===== config.mk =====
export PLATFORM = sky130hd
export DESIGN_NAME = uart9_port
export DESIGN_NICKNAME = d
export VERILOG_FILES = /design/src/rtl/uart9_pkg.sv /design/src/rtl/uart9_tx.sv /design/src/rtl/uart9_rx.sv /design/src/rtl/uart9_regs.sv /design/src/rtl/uart9_port.sv
export SDC_FILE = /design/constraint.sdc
export NUM_CORES = 1
export LEC_CHECK = 0
export ABC_AREA = 1
export BUFFER_PORTS_ARGS = -buffer_cell sky130_fd_sc_hd__buf_4
export CORE_ASPECT_RATIO = 1.4
export CORE_MARGIN = 4
export CORE_UTILIZATION = 64
export DETAILED_ROUTE_END_ITERATION = 6
export HOLD_SLACK_MARGIN = 0.06
export PLACE_DENSITY_LB_ADDON = 0.12
export SETUP_SLACK_MARGIN = 0.2
export SYNTH_ARGS = -nofsm -noshare
export SYNTH_HDL_FRONTEND = slang
export SYNTH_HIERARCHICAL = 1
export SYNTH_SLANG_ARGS = --single-unit

===== constraint.sdc =====
create_clock -name clk -period 3.9 [get_ports clk]
set_input_delay 0.585 -clock clk [delete_from_list [all_inputs] [get_ports clk]]
set_output_delay 0.585 -clock clk [all_outputs]
set_load 0.01 [all_outputs]

===== src/rtl/uart9_pkg.sv =====
package uart9_pkg;

    // Mode field values (control bits [7:6])
    typedef enum logic [1:0] {
        MODE_OFF    = 2'b00,
        MODE_BYTE   = 2'b01,
        MODE_NINE_A = 2'b10,
        MODE_NINE_B = 2'b11
    } mode_e;

    // Control/status bit positions
    localparam int unsigned CF_MODE_HI = 7;
    localparam int unsigned CF_MODE_LO = 6;
    localparam int unsigned CF_RX_EN   = 5;
    localparam int unsigned CF_MP_EN   = 4;
    localparam int unsigned CF_RX_DONE = 3;
    localparam int unsigned CF_TX_DONE = 2;
    localparam int unsigned CF_RX_B9   = 1;
    localparam int unsigned CF_TX_B9   = 0;

    typedef enum logic [2:0] {
        TX_IDLE,
        TX_START,
        TX_DATA,
        TX_NINTH,
        TX_STOP
    } tx_state_e;

    typedef enum logic [2:0] {
        RX_IDLE,
        RX_START,
        RX_DATA,
        RX_NINTH,
        RX_STOP
    } rx_state_e;

    function automatic logic mode_is_nine(input mode_e m);
        return (m == MODE_NINE_A) || (m == MODE_NINE_B);
    endfunction

    function automatic logic mode_is_on(input mode_e m);
        return m != MODE_OFF;
    endfunction

endpackage


===== src/rtl/uart9_tx.sv =====
module uart9_tx
    import uart9_pkg::*;
#(
    parameter int DATA_W = 8,
    parameter int OVS    = 16
) (
    input  logic              clk,
    input  logic              rst_n,
    input  logic              baud_tick,
    input  logic              start,
    input  logic              nine,
    input  logic              b9_in,
    input  logic [DATA_W-1:0] data_in,
    output logic              tx_o,
    output logic              busy,
    output logic              done_pulse
);

    localparam int CNT_W = $clog2(OVS);
    localparam int IDX_W = $clog2(DATA_W);
    localparam logic [CNT_W-1:0] CNT_LAST = CNT_W'(OVS - 1);
    localparam logic [IDX_W-1:0] IDX_LAST = IDX_W'(DATA_W - 1);

    tx_state_e         state_q, state_d;
    logic              armed_q;
    logic [CNT_W-1:0]  cnt_q;
    logic [IDX_W-1:0]  idx_q;
    logic [DATA_W-1:0] shr_q;
    logic              b9_q;
    logic              nine_q;
    logic              bit_end;

    assign bit_end = baud_tick && (cnt_q == CNT_LAST);

    // Next-state logic
    always_comb begin
        state_d = state_q;
        unique case (state_q)
            TX_IDLE:  if (armed_q && baud_tick) state_d = TX_START;
            TX_START: if (bit_end) state_d = TX_DATA;
            TX_DATA:  if (bit_end && (idx_q == IDX_LAST))
                          state_d = nine_q ? TX_NINTH : TX_STOP;
            TX_NINTH: if (bit_end) state_d = TX_STOP;
            TX_STOP:  if (bit_end) state_d = TX_IDLE;
            default:  state_d = TX_IDLE;
        endcase
    end

    // State register
    always_ff @(posedge clk or negedge rst_n) begin
        if (!rst_n) state_q <= TX_IDLE;
        else        state_q <= state_d;
    end

    // Datapath: arming, bit timing, shifting
    always_ff @(posedge clk or negedge rst_n) begin
        if (!rst_n) begin
            armed_q <= 1'b0;
            cnt_q   <= '0;
            idx_q   <= '0;
            shr_q   <= '0;
            b9_q    <= 1'b0;
            nine_q  <= 1'b0;
        end else begin
            if (start && !busy) begin
                armed_q <= 1'b1;
                shr_q   <= data_in;
                b9_q    <= b9_in;
                nine_q  <= nine;
            end else if (state_q == TX_IDLE && state_d == TX_START) begin
                armed_q <= 1'b0;
            end

            if (state_q != state_d)
                cnt_q <= '0;
            else if (baud_tick && state_q != TX_IDLE)
                cnt_q <= cnt_q + 1'b1;

            if (state_q != TX_DATA && state_d == TX_DATA)
                idx_q <= '0;
            else if (state_q == TX_DATA && bit_end) begin
                idx_q <= idx_q + 1'b1;
                shr_q <= shr_q >> 1;
            end
        end
    end

    // Outputs
    always_comb begin
        unique case (state_q)
            TX_START: tx_o = 1'b0;
            TX_DATA:  tx_o = shr_q[0];
            TX_NINTH: tx_o = b9_q;
            default:  tx_o = 1'b1;
        endcase
        busy       = armed_q || (state_q != TX_IDLE);
        done_pulse = (state_q == TX_STOP) && bit_end;
    end

    AST_TX_EDGE_ON_TICK: assert property (@(posedge clk) disable iff (!rst_n)
        !baud_tick |=> $stable(tx_o));

    AST_TX_DONE_FROM_STOP: assert property (@(posedge clk) disable iff (!rst_n)
        done_pulse |=> (state_q == TX_IDLE) && tx_o);

endmodule


===== src/rtl/uart9_rx.sv =====
module uart9_rx
    import uart9_pkg::*;
#(
    parameter int DATA_W      = 8,
    parameter int OVS         = 16,
    parameter int SYNC_STAGES = 2
) (
    input  logic              clk,
    input  logic              rst_n,
    input  logic              baud_tick,
    input  logic              rx_i,
    input  logic              en,
    input  logic              nine,
    input  logic              mp_en,
    output logic              done_pulse,
    output logic [DATA_W-1:0] data_o,
    output logic              b9_we,
    output logic              b9_val
);

    localparam int CNT_W = $clog2(OVS);
    localparam int IDX_W = $clog2(DATA_W);
    localparam logic [CNT_W-1:0] CNT_LAST = CNT_W'(OVS - 1);
    localparam logic [CNT_W-1:0] CNT_MID  = CNT_W'(OVS / 2 - 1);
    localparam logic [IDX_W-1:0] IDX_LAST = IDX_W'(DATA_W - 1);

    rx_state_e              state_q, state_d;
    logic [SYNC_STAGES-1:0] sync_q;
    logic                   rx_s;
    logic [CNT_W-1:0]       cnt_q;
    logic [IDX_W-1:0]       idx_q;
    logic [DATA_W-1:0]      shr_q;
    logic                   b9_q;
    logic                   nine_q;
    logic                   bit_end;
    logic                   finish;
    logic                   accept;

    // Input synchronizer, idles high
    always_ff @(posedge clk or negedge rst_n) begin
        if (!rst_n) sync_q <= '1;
        else        sync_q <= {sync_q[SYNC_STAGES-2:0], rx_i};
    end
    assign rx_s    = sync_q[SYNC_STAGES-1];
    assign bit_end = baud_tick && (cnt_q == CNT_LAST);

    // Next-state logic
    always_comb begin
        state_d = state_q;
        if (!en) begin
            state_d = RX_IDLE;
        end else begin
            unique case (state_q)
                RX_IDLE:  if (baud_tick && !rx_s) state_d = RX_START;
                RX_START: if (baud_tick && (cnt_q == CNT_MID))
                              state_d = rx_s ? RX_IDLE : RX_DATA;
                RX_DATA:  if (bit_end && (idx_q == IDX_LAST))
                              state_d = nine_q ? RX_NINTH : RX_STOP;
                RX_NINTH: if (bit_end) state_d = RX_STOP;
                RX_STOP:  if (bit_end) state_d = RX_IDLE;
                default:  state_d = RX_IDLE;
            endcase
        end
    end

    // State register
    always_ff @(posedge clk or negedge rst_n) begin
        if (!rst_n) state_q <= RX_IDLE;
        else        state_q <= state_d;
    end

    // Datapath: bit timing and capture
    always_ff @(posedge clk or negedge rst_n) begin
        if (!rst_n) begin
            cnt_q  <= '0;
            idx_q  <= '0;
            shr_q  <= '0;
            b9_q   <= 1'b0;
            nine_q <= 1'b0;
        end else begin
            if (state_q != state_d)
                cnt_q <= '0;
            else if (baud_tick && state_q != RX_IDLE)
                cnt_q <= cnt_q + 1'b1;

            if (state_q == RX_IDLE && state_d == RX_START)
                nine_q <= nine;

            if (state_q != RX_DATA && state_d == RX_DATA)
                idx_q <= '0;
            else if (state_q == RX_DATA && bit_end) begin
                idx_q <= idx_q + 1'b1;
                shr_q <= {rx_s, shr_q[DATA_W-1:1]};
            end

            if (state_q == RX_NINTH && bit_end)
                b9_q <= rx_s;
        end
    end

    // Outputs: frame completion and acceptance
    always_comb begin
        finish     = en && (state_q == RX_STOP) && bit_end;
        accept     = !(nine_q && mp_en && !b9_q);
        done_pulse = finish && accept;
        data_o     = shr_q;
        b9_we      = done_pulse && (nine_q || !mp_en);
        b9_val     = nine_q ? b9_q : rx_s;
    end

    AST_RX_OFF_GOES_IDLE: assert property (@(posedge clk) disable iff (!rst_n)
        !en |=> (state_q == RX_IDLE));

    AST_RX_DONE_LEAVES_STOP: assert property (@(posedge clk) disable iff (!rst_n)
        done_pulse |=> (state_q == RX_IDLE));

endmodule


===== src/rtl/uart9_regs.sv =====
module uart9_regs
    import uart9_pkg::*;
#(
    parameter int DATA_W = 8
) (
    input  logic              clk,
    input  logic              rst_n,
    input  logic              bus_addr,
    input  logic              bus_wr,
    input  logic [DATA_W-1:0] bus_wdata,
    output logic [DATA_W-1:0] bus_rdata,
    input  logic              tx_busy,
    input  logic              tx_set,
    input  logic              rx_set,
    input  logic              rx_b9_we,
    input  logic              rx_b9_val,
    input  logic [DATA_W-1:0] rx_byte,
    output mode_e             mode,
    output logic              rx_en,
    output logic              mp_en,
    output logic              tx_b9,
    output logic              tx_start,
    output logic [DATA_W-1:0] tx_byte,
    output logic              irq_o
);

    mode_e             mode_q;
    logic              rx_en_q, mp_en_q, tx_b9_q, rx_b9_q;
    logic              tx_done_q, rx_done_q;
    logic [DATA_W-1:0] rx_data_q;
    logic              ctrl_wr;
    logic              tx_clr, rx_clr;

    assign ctrl_wr = bus_wr && !bus_addr;
    assign tx_clr  = ctrl_wr && !bus_wdata[CF_TX_DONE];
    assign rx_clr  = ctrl_wr && !bus_wdata[CF_RX_DONE];

    always_ff @(posedge clk or negedge rst_n) begin
        if (!rst_n) begin
            mode_q    <= MODE_OFF;
            rx_en_q   <= 1'b0;
            mp_en_q   <= 1'b0;
            tx_b9_q   <= 1'b0;
            rx_b9_q   <= 1'b0;
            tx_done_q <= 1'b0;
            rx_done_q <= 1'b0;
            rx_data_q <= '0;
        end else begin
            if (ctrl_wr) begin
                mode_q  <= mode_e'(bus_wdata[CF_MODE_HI:CF_MODE_LO]);
                rx_en_q <= bus_wdata[CF_RX_EN];
                mp_en_q <= bus_wdata[CF_MP_EN];
                tx_b9_q <= bus_wdata[CF_TX_B9];
            end
            if (rx_b9_we)     rx_b9_q <= rx_b9_val;
            else if (ctrl_wr) rx_b9_q <= bus_wdata[CF_RX_B9];
            // Hardware set has priority over a clearing write
            tx_done_q <= tx_set || (tx_done_q && !tx_clr);
            rx_done_q <= rx_set || (rx_done_q && !rx_clr);
            if (rx_set) rx_data_q <= rx_byte;
        end
    end

    always_comb begin
        bus_rdata = '0;
        if (bus_addr) begin
            bus_rdata = rx_data_q;
        end else begin
            bus_rdata[CF_MODE_HI:CF_MODE_LO] = mode_q;
            bus_rdata[CF_RX_EN]   = rx_en_q;
            bus_rdata[CF_MP_EN]   = mp_en_q;
            bus_rdata[CF_RX_DONE] = rx_done_q;
            bus_rdata[CF_TX_DONE] = tx_done_q;
            bus_rdata[CF_RX_B9]   = rx_b9_q;
            bus_rdata[CF_TX_B9]   = tx_b9_q;
        end
        mode     = mode_q;
        rx_en    = rx_en_q;
        mp_en    = mp_en_q;
        tx_b9    = tx_b9_q;
        tx_start = bus_wr && bus_addr && mode_is_on(mode_q) && !tx_busy;
        tx_byte  = bus_wdata;
        irq_o    = tx_done_q || rx_done_q;
    end

    AST_RX_SET_WINS: assert property (@(posedge clk) disable iff (!rst_n)
        rx_set |=> rx_done_q);

    AST_TX_SET_WINS: assert property (@(posedge clk) disable iff (!rst_n)
        tx_set |=> tx_done_q);

    AST_FLAG_KEEPS_ON_ONE: assert property (@(posedge clk) disable iff (!rst_n)
        (ctrl_wr && bus_wdata[CF_RX_DONE] && rx_done_q) |=> rx_done_q);

    AST_MP_ONLY_ADDRESS: assert property (@(posedge clk) disable iff (!rst_n)
        (rx_set && mode_is_nine(mode_q) && mp_en_q) |=> rx_b9_q);

    AST_NO_RX_WHEN_OFF: assert property (@(posedge clk) disable iff (!rst_n)
        !rx_en_q |-> !rx_set);

    AST_NO_TX_WHEN_OFF: assert property (@(posedge clk) disable iff (!rst_n)
        (mode_q == MODE_OFF && !tx_busy) |=> !tx_busy);

endmodule


===== src/rtl/uart9_port.sv =====
module uart9_port
    import uart9_pkg::*;
#(
    parameter int DATA_W      = 8,
    parameter int OVS         = 16,
    parameter int SYNC_STAGES = 2
) (
    input  logic              clk,
    input  logic              rst_n,
    input  logic              bus_addr,
    input  logic              bus_wr,
    input  logic [DATA_W-1:0] bus_wdata,
    output logic [DATA_W-1:0] bus_rdata,
    input  logic              baud_tick,
    input  logic              rx_i,
    output logic              tx_o,
    output logic              irq_o
);

    mode_e             mode;
    logic              rx_en, mp_en, tx_b9;
    logic              tx_start, tx_busy, tx_set;
    logic [DATA_W-1:0] tx_byte;
    logic              rx_set, rx_b9_we, rx_b9_val;
    logic [DATA_W-1:0] rx_byte;
    logic              rx_active;

    assign rx_active = rx_en && mode_is_on(mode);

    uart9_regs #(.DATA_W(DATA_W)) u_regs (
        .clk       (clk),
        .rst_n     (rst_n),
        .bus_addr  (bus_addr),
        .bus_wr    (bus_wr),
        .bus_wdata (bus_wdata),
        .bus_rdata (bus_rdata),
        .tx_busy   (tx_busy),
        .tx_set    (tx_set),
        .rx_set    (rx_set),
        .rx_b9_we  (rx_b9_we),
        .rx_b9_val (rx_b9_val),
        .rx_byte   (rx_byte),
        .mode      (mode),
        .rx_en     (rx_en),
        .mp_en     (mp_en),
        .tx_b9     (tx_b9),
        .tx_start  (tx_start),
        .tx_byte   (tx_byte),
        .irq_o     (irq_o)
    );

    uart9_tx #(.DATA_W(DATA_W), .OVS(OVS)) u_tx (
        .clk        (clk),
        .rst_n      (rst_n),
        .baud_tick  (baud_tick),
        .start      (tx_start),
        .nine       (mode_is_nine(mode)),
        .b9_in      (tx_b9),
        .data_in    (tx_byte),
        .tx_o       (tx_o),
        .busy       (tx_busy),
        .done_pulse (tx_set)
    );

    uart9_rx #(.DATA_W(DATA_W), .OVS(OVS), .SYNC_STAGES(SYNC_STAGES)) u_rx (
        .clk        (clk),
        .rst_n      (rst_n),
        .baud_tick  (baud_tick),
        .rx_i       (rx_i),
        .en         (rx_active),
        .nine       (mode_is_nine(mode)),
        .mp_en      (mp_en),
        .done_pulse (rx_set),
        .data_o     (rx_byte),
        .b9_we      (rx_b9_we),
        .b9_val     (rx_b9_val)
    );

endmodule


Word level (Yosys, flattened, before mapping)
Index checks and enable logic that the tools add are counted.

Bits of input ports: 14. Output and inout port bits: 10. Register bits: 59.

Eq/ne operators: 23. Mux-type cells: 34. Add/subtract/negate cells: 4. Reductions and logical operators: 61. Bitwise logic cells: 1.

Operators with widths (count): $mux 3 (17); $logic_and 1x1->1 (33); $mux 8 (4); $pmux 3 s5 (2); $eq 3x2->1 const B (6); $mux 4 (4); $reduce_bool 2->1 (7); $eq 3x1->1 const B (4); $eq 3x3->1 const B (4); $logic_not 1->1 (10); $add 4x1->4 const B (2); $eq 4x4->1 const B (2); $add 3x1->3 const B (2); $logic_not 3->1 (2); $logic_or 1x1->1 (6); $ne 3x2->1 const B (2); $ne 3x3->1 (2); $reduce_bool 3->1 (2); $mux 1 (5); $eq 2x2->1 const B (2); $eq 4x3->1 const B (1); $pmux 1 s3 (1); $mux 2 (1); $reduce_and 2->1 (1); $not 1->1 (1).

Depth between registers and ports, before layout
Gate-level depths: netlist (run 1).

Depth after elaboration: 10. Mapped depth: 12. Depth with buffers taken out: 12.

By module
Netlist (run 1), hierarchy kept.

By module, submodules not included: uart9_rx (cells an instance 150, area an instance 1177.4 um2, seq. area each 553.0 um2, times used 1); uart9_tx (cells an instance 134, area an instance 1099.8 um2, seq. area each 525.5 um2, times used 1); uart9_regs (cells an instance 107, area an instance 829.5 um2, seq. area each 400.4 um2, times used 1); uart9_port (cells an instance 4, area an instance 15.0 um2, seq. area each 0.0 um2, times used 1).

Worst setup path after synthesis (run 1)
Ideal clock, no wire load.

Kind: input -> register. Start point: input port baud_tick. End point: register u_regs.rx_b9_q. Library setup time: 116 ps. Arrival: 1727 ps. Slack: 2056 ps. Required time: 3784 ps. Stages: 10. Cells stage by stage: nand2_1 nor2_8 nand3_1 a21oi_1 a21boi_0 inv_1 nand2_1 nand2_1 nand2_1 nand2_1.

Cells in the longest elaborated chain, start to end: 5.

RTL lines: start: declaration (line uart9_port.sv:14) `input logic baud_tick,`; $logic_and 1x1->1 (*) (line uart9_rx.sv:45) `assign bit_end = baud_tick && (cnt_q == CNT_LAST);`; $logic_and 1x1->1 (*) (line uart9_rx.sv:103) `finish = en && (state_q == RX_STOP) && bit_end;`; $logic_and 1x1->1 (*) (line uart9_rx.sv:105) `done_pulse = finish && accept;`; via rx_set (line uart9_port.sv:24) `logic rx_set, rx_b9_we, rx_b9_val;`; $logic_and 1x1->1 (*) (line uart9_rx.sv:107) `b9_we = done_pulse && (nine_q || !mp_en);`; via rx_b9_we (line uart9_port.sv:24); $mux 1 / $reduce_bool 2->1 (equally long branches); end signal: assignment (line uart9_regs.sv:55) `if (rx_b9_we) rx_b9_q <= rx_b9_val;`; end signal: assignment (line uart9_regs.sv:56) `else if (ctrl_wr) rx_b9_q <= bus_wdata[CF_RX_B9];`; end: declaration (line uart9_regs.sv:28) `logic rx_en_q, mp_en_q, tx_b9_q, rx_b9_q;`.

Mark *: on every way through the listed nets, which the timed path passes. The rest lies on a longest branch. A chain may end at the register's enable or synchronous reset.

Worst setup path in the final report (run 1)
Start point: register u_regs.mode_q[1], in the netlist u_regs/mode[1]. End point: register u_regs.rx_b9_q.

Cells in the longest elaborated chain, start to end: 7.

RTL lines: start: declaration (line uart9_regs.sv:27) `mode_e mode_q;`; start signal: assignment (line uart9_regs.sv:50) `mode_q <= mode_e'(bus_wdata[CF_MODE_HI:CF_MODE_LO]);`; $reduce_bool 2->1 (*) (line uart9_pkg.sv:42) `return m != MODE_OFF;`; $logic_and 1x1->1 (*) (line uart9_port.sv:28) `assign rx_active = rx_en && mode_is_on(mode);`; via rx_active (line uart9_port.sv:26) `logic rx_active;`; $logic_and 1x1->1 (*) (2 in series) (line uart9_rx.sv:103); $logic_and 1x1->1 (*) (line uart9_rx.sv:105); via rx_set (line uart9_port.sv:24); $logic_and 1x1->1 (*) (line uart9_rx.sv:107); via rx_b9_we (line uart9_port.sv:24); $mux 1 / $reduce_bool 2->1 (equally long branches).

Marks and branches as above.

==> results of run 1 <==
per-layer routing:
layer  vias to the layer above  part of all wire, %
li1                       1269                    -
met1                      1161                   42
met2                        36                   53
met3                         5                  3.7
met4                         0                  1.2
met5                         -                    0
critical path: stages (launching register included):
cell      delay (ps)
dfrtp_1          430
nor2_1            60
nor2_1           370
nand3_1          140
a21oi_1          710
a21boi_0         310
inv_1            100
nand2_1           80
nand2_1           50
nand2_1           60
nand2_1           50
synthesized netlist by cell type, drive strengths merged:
cell,count
o21ai,24
a31oi,7
o211ai,1
or2,1
ha,6
nand4,3
xnor2,1
mux2,1
a21oi,5
buf,15
dfstp,2
dfrtp,57
inv,47
a22o,2
xor2,5
clkinv,1
nor3,3
a21boi,1
nand2,136
clkbuf,1
nand3,29
nor2,44
nand3b,3
flip-flops by register name, summed over array words and instances (netlist names), 2 cells and up:
name / cells
u_rx/idx_q: 3
u_rx/cnt_q: 4
u_tx/cnt_q: 4
u_regs/mode: 2
u_rx/data_o: 8
u_rx/sync_q: 2
u_regs/rx_data_q: 8
u_tx/idx_q: 3
u_tx/shr_q: 8
u_rx/state_q: 3
u_tx/state_q: 3
final cells by class:
| class | instances | area (um2) | share of cell area, % |
|---|---|---|---|
| Tap cell | 62 | 77.6 | 2.27 |
| Sequential cell | 59 | 1480 | 43.2 |
| Timing Repair Buffer | 23 | 173 | 5.05 |
| Clock inverter | 5 | 30.0 | 0.878 |
| Multi-Input combinational cell | 272 | 1340 | 39.2 |
| Clock buffer | 10 | 138 | 4.02 |
| Inverter | 48 | 184 | 5.38 |
layout by cell type (no fill, tap or decap):
master,netlist,routed
clkinv_2,1,4
nor2_4,1,1
nand3b_1,3,3
o21ai_2,1,1
nand2_4,1,1
a22o_1,2,2
dfrtp_1,57,57
nor2_1,36,36
or2_2,1,1
nor3_1,3,3
a21boi_0,1,1
a21oi_1,5,5
nand3_1,24,24
nand4_1,3,3
a31oi_1,7,7
nand3_2,4,4
clkinvlp_4,0,2
nand2_2,5,5
dfstp_2,2,2
xnor2_1,1,1
o211ai_1,1,1
ha_1,6,6
o21ai_0,21,21
nand2_1,130,130
inv_2,4,4
nor2_8,1,1
buf_4,9,23
xor2_1,5,5
inv_1,42,42
mux2_2,1,1
inv_4,1,1
nor2_2,6,6
clkbuf_8,0,10
nand3_4,1,1
o21ai_1,2,2
path summary, 6_finish.rpt:
check	end	depth (start not counted)
min reg2reg	u_rx/sync_q[1]	0
max	u_regs/rx_b9_q	10
max reg2reg	u_regs/rx_b9_q	10
max in group asynchronous	u_rx/state_q[1]	1
min in group clk	u_rx/sync_q[0]	1
min	u_tx/cnt_q[1]	1
kinds of logic (layout without fill, tap and decap cells):
kind of cell / after synthesis / count (layout) / share of synthesized area, %
compound gates: 40 / 40 / 7.21
xor+xnor: 6 / 6 / 1.68
fa+ha+maj: 6 / 6 / 2.40
buf+inv: 64 / 86 / 9.74
flops: 59 / 59 / 47.4
mux: 1 / 1 / 0.361
simple gates: 219 / 219 / 31.2
power breakdown:
part / internal (mW) / switching [mW] / total (mW) / leakage (nW)
Clock: 0.240 / 0.237 / 0.477 / 0.0839
Combinational: 0.106 / 0.164 / 0.269 / 1.02
Sequential: 0.688 / 0.0592 / 0.747 / 0.749
==> out/metrics.csv, run 1 <==
stage,metric,value,unit
global_routing,grt_max_degree,60,
timing,rsz0062_at_grt,false,
clocking,postCtsResizedCells,0,
cells_and_area,final_util,73.6,%
critical_path,r2r_slack,1440,ps
timing,whs,304,ps
route,drtIter0Drc,162,
synth,synth_nets,415,
timing,min_period,2460,ps
critical_path,crit_arrival,2690,ps
power,finalPower,1.49,mW
route,antenna_left,0,
floorplan,io_pins,24,
clocking,clk_pin_slew_worst_paths,70,ps
floorplan,start_util,67.2,%
power,leakage,1.85,nW
flow_run,cap_violations,0,
min_path,min_path_type,input port to async pin,
power,power_density,437,nW/um2
floorplan,die-area,6070,um2
floorplan,design.core.area,4640,um2
timing,finalSetupViolCount,0,
critical_path,reg2reg_from,u_regs/mode[1],
route,routed-via-count,2471,
synth,synth.distinct_cells,36,
clocking,numCtsBuffers,9,
synth,synth_area_leader_cell,dfrtp_1,
clocking,cts.sinks,59,
global_routing,grtUsageMet3,3.74,%
critical_path,critPathLaunch,u_regs/mode[1],
route,drcViolationCount,0,
synth,avgSynthCellArea,7.90,um2
clocking,clk_latency,340,ps
synth,ys_ff_latch,59,
synth,synthCells,395,
clocking,cts_buffer_depth,2,
clocking,cts_max_level,3,
timing,max_freq,0.406,GHz
synth,seq_area_frac_synth,47.4,%
clocking,cts_setup_buffers,0,
critical_path,critical_path_class,flop to flop,
synth,yosys-top-cells-area,"dfrtp_1 46%, nand2_1 16%, inv_1 5.1%",
floorplan,row_count,29,
route,drt_wl_total,5.91,mm
global_routing,use_met2,36.2,%
power,ir_worst_vdd,312,uV
cells_and_area,fin_area,3420,um2
global_routing,overflow,0,
timing,finalHoldViolCount,0,
timing,fin_skew,7.90,ps
critical_path,worstSetupStartpointType,flop,
timing,timing.final.ws_setup,1440,ps
cells_and_area,fillers,409,
global_routing,grt_pass1_vias,2476,
route,via_per_inst,5.16,
critical_path,crit_required,4130,ps
cells_and_area,syn_to_final_growth,9.54,%
cells_and_area,final_cells,479,
placement,io_buffers,23,
synth,netlist_area,3120,um2
route,routedWlPerCell,12.3,um
synth,synth_top_area_share,45.7,%
cells_and_area,drive_gt1_share,16.3,%
placement,gp_congestion,0.822,
clocking,holdBufCountCts,0,
timing,worstMarginPinSlew,887,ps
critical_path,crit_path_end_kind,flop,
global_routing,grt_pass1_wl,10.5,mm
route,first_pass_iters,4,
global_routing,grtUsageTotal,22.3,%
status,status,finished clean,
placement,dp_hpwl,4.33,mm
global_routing,antenna_found_initial,0,
critical_path,crit_fanout,15,
synth,yosysWarnings,6,
timing,finalCritPeriodShare,63.2,%
placement,postPlaceCellArea,3250,um2
timing,maxSlewHeadroom,40.9,%
timing,tns,0,ps
floorplan,die_y,90.6,um
placement,pre_cts_ws,1280,ps
cells_and_area,num-nets-final,433,
global_routing,grt_util_met1,28.5,%
global_routing,grt-busiest-layer,met2,
clocking,clockRootBuffer,clkbuf_8,
timing,drv_slew,0,
clocking,cts_tree,yes,
placement,dp_cells,464,
cells_and_area,antenna_cells,0,
floorplan,die_w,67.0,um
(Power assumes the default switching activity.)
==> run 2, diff against run 1 <==
--- a/config.mk
+++ b/config.mk
@@ -9,7 +9,7 @@
 export BUFFER_PORTS_ARGS = -buffer_cell sky130_fd_sc_hd__buf_4
 export CORE_ASPECT_RATIO = 1.4
 export CORE_MARGIN = 4
-export CORE_UTILIZATION = 64
+export CORE_UTILIZATION = 60
 export DETAILED_ROUTE_END_ITERATION = 6
 export HOLD_SLACK_MARGIN = 0.06
 export PLACE_DENSITY_LB_ADDON = 0.12
==> constraint.sdc (replaced) <==
create_clock -name clk -period 2.57 [get_ports clk]
set_input_delay 0.3855 -clock clk [delete_from_list [all_inputs] [get_ports clk]]
set_output_delay 0.3855 -clock clk [all_outputs]
set_load 0.01 [all_outputs]
==> out/metrics.csv, run 2 (same netlist as run 1, synthesis figures left out) <==
stage,metric,value,unit,change
placement,io_buffers,23,,unchanged
power,ir_worst_vdd,518,uV,was 312 uV
route,drt_wl_total,6.21,mm,was 5.91 mm
global_routing,grt_pass1_wl,10.6,mm,was 10.5 mm
clocking,holdBufCountCts,0,,unchanged
timing,maxSlewHeadroom,51.9,%,was 40.9%
min_path,min_path_type,input port to async pin,,unchanged
route,first_pass_iters,4,,unchanged
power,power_frac_comb,16.2,%,was 18.0%
power,finalPower,2.56,mW,was 1.49 mW
timing,rsz0062_at_grt,false,,unchanged
timing,fin_skew,8.49,ps,was 7.90 ps
floorplan,io_pins,24,,unchanged
cells_and_area,fillers,408,,was 409
power,clkPwrFrac,39.6,%,was 32.0%
clocking,clk_pin_slew_worst_paths,70,ps,about the same
clocking,cts_tree,yes,,unchanged
clocking,numCtsBuffers,9,,unchanged
timing,finalHoldViolCount,0,,unchanged
route,drcViolationCount,0,,unchanged
global_routing,grt_max_degree,60,,unchanged
critical_path,crit_fanout,12,,was 15
timing,finalSetupViolCount,0,,unchanged
timing,drv_slew,0,,unchanged
power,leakage,1.90,nW,was 1.85 nW
power,p_switching,0.694,mW,was 0.460 mW
cells_and_area,final_util,70.9,%,was 73.6%
global_routing,grtUsageTotal,21.7,%,was 22.3%
power,power_density,731,nW/um2,was 437 nW/um2
clocking,clockRootBuffer,clkbuf_8,,unchanged
critical_path,crit_path_end_kind,flop,,unchanged
power,seqPwrFrac,44.2,%,was 50.0%
route,via_per_inst,5.13,,was 5.16
timing,min_period,1890,ps,was 2460 ps
flow_run,cap_violations,0,,unchanged
global_routing,grt_pass1_vias,2432,,was 2476
clocking,clk_latency,330,ps,was 340 ps
route,routedWlPerCell,12.8,um,was 12.3 um
clocking,cts_setup_buffers,0,,unchanged
timing,tns,0,ps,unchanged
clocking,postCtsResizedCells,0,,unchanged
cells_and_area,num-nets-final,435,,was 433
cells_and_area,syn_to_final_growth,12.5,%,was 9.54%
clocking,cts.sinks,59,,unchanged
floorplan,start_util,63.0,%,was 67.2%
clocking,cts_max_level,3,,unchanged
floorplan,die-area,6440,um2,was 6070 um2
cells_and_area,drive_gt1_share,16.7,%,was 16.3%
floorplan,row_count,30,,was 29
critical_path,crit_required,2820,ps,was 4130 ps
cells_and_area,antenna_cells,0,,unchanged
critical_path,r2r_cells,9,,was 10
floorplan,design.core.area,4950,um2,was 4640 um2
route,routed-via-count,2482,,was 2471
placement,gp_congestion,0.804,,was 0.822
route,drtIter0Drc,186,,was 162
critical_path,crit_chain,nor2_2 -> nand2_2 -> inv_2 -> nand2_1 -> nor3_1 -> nand3_4 -> clkinv_2 -> nand2_1 -> a31oi_1,,was nor2_1 -> nor2_1 -> nand3_1 -> a21oi_1 -> a21boi_0 -> inv_1 -> nand2_1 -> nand2_1 -> nand2_1 -> nand2_1
clocking,cts_buffer_depth,2,,unchanged
cells_and_area,most-common-layout-cells,"130 x nand2_1, 57 x dfrtp_1, 42 x inv_1",,unchanged
placement,dp_hpwl,4.49,mm,was 4.33 mm
critical_path,worstSetupStartpointType,flop,,unchanged
global_routing,overflow,0,,unchanged
cells_and_area,final_cells,484,,was 479
power,swShare,27.1,%,was 30.8%
status,status,finished clean,,unchanged
critical_path,critPathMostFrequentCell,nand2_1,,unchanged
timing,max_freq,0.528,GHz,was 0.406 GHz
floorplan,die_y,93.3,um,was 90.6 um
critical_path,slowest_delay,420,ps,was 710 ps
critical_path,critical_path_class,flop to flop,,unchanged
power,internal_power,1.87,mW,was 1.03 mW
timing,finalCritPeriodShare,73.6,%,was 63.2%
critical_path,crit_arrival,2140,ps,was 2690 ps
global_routing,antenna_found_initial,0,,unchanged
placement,dp_cells,468,,was 464
cells_and_area,final_common_cell,nand2_1,,unchanged
critical_path,cp_slowest_cell,dfrtp_1,,was a21oi_1
timing,worstMarginPinSlew,722,ps,was 887 ps
route,antenna_left,0,,unchanged
floorplan,die_w,69.0,um,was 67.0 um
## run 2: cell count changes in the layout (fill, tap and decap cells not counted)
| cell | delta |
|---|---|
| bufinv_16 | +3 |
| buf_4 | +2 |
| clkinvlp_4 | -2 |
| clkbuf_1 | +1 |
| clkinv_2 | -1 |
## run 2: power by group through the flow
| stage | Clock, mW | Sequential (mW) | Combinational [mW] |
|---|---|---|---|
| 2_1_floorplan | 0 | 1.13 | 0.306 |
| 3_3_place_gp | 0 | 1.14 | 0.397 |
| 3_5_place_dp | 0 | 1.15 | 0.409 |
| 4_1_cts | 1.04 | 1.13 | 0.417 |
| 5_1_grt | 1.08 | 1.15 | 0.468 |
| 6_report | 1.02 | 1.13 | 0.415 |
## run 2: final cells by class
| type | count | area (um2) | share of cell area (%) |
|---|---|---|---|
| repair buffers | 25 | 188 | 5.35 |
| multi-input cells | 272 | 1340 | 38.1 |
| clock inverters | 5 | 100 | 2.85 |
| inverters | 48 | 184 | 5.24 |
| flip-flops and latches | 59 | 1480 | 42.1 |
| well taps | 64 | 80.1 | 2.28 |
| clock buffers | 11 | 141 | 4.03 |
## run 2: stage by stage
step	instance area, um2	hold slack, ps	setup WS (ps)
after floorplan	3120	89.9	796
after global placement	3270	346	756
after detailed placement	3270	355	693
after CTS	3510	132	669
after global routing	3510	151	395
final	3510	107	678
## run 2: worst paths after layout
| check | start | end | slack [ps] |
|---|---|---|---|
| setup / recovery | u_tx/state_q[1] | u_tx/shr_q[5] | 680 |
| hold / removal | rst_n | u_tx/cnt_q[2] | 110 |
| setup reg to reg | u_tx/state_q[1] | u_tx/shr_q[5] | 680 |
| hold reg to reg | u_rx/sync_q[0] | u_rx/sync_q[1] | 360 |
| max in group asynchronous | rst_n | u_rx/state_q[1] | 1980 |
| min in group clk | rx_i | u_rx/sync_q[0] | 170 |
## run 2: routing by layer
layer	up-vias	GRT usage (%)	wire, um
met3	6	5.53	189
met1	1171	25.1	2570
met5	-	0	0
met4	0	5.85	59
li1	1273	-	-
met2	32	38.4	3390
## run 2: critical path: cells and delay by family (launching register included)
| kind | cells | cell delay (ps) |
|---|---|---|
| AOI/OAI and AO/OA | 1 | 160 |
| and+or+nand+nor | 6 | 980 |
| buffers and inverters | 2 | 260 |
| DFF | 1 | 420 |
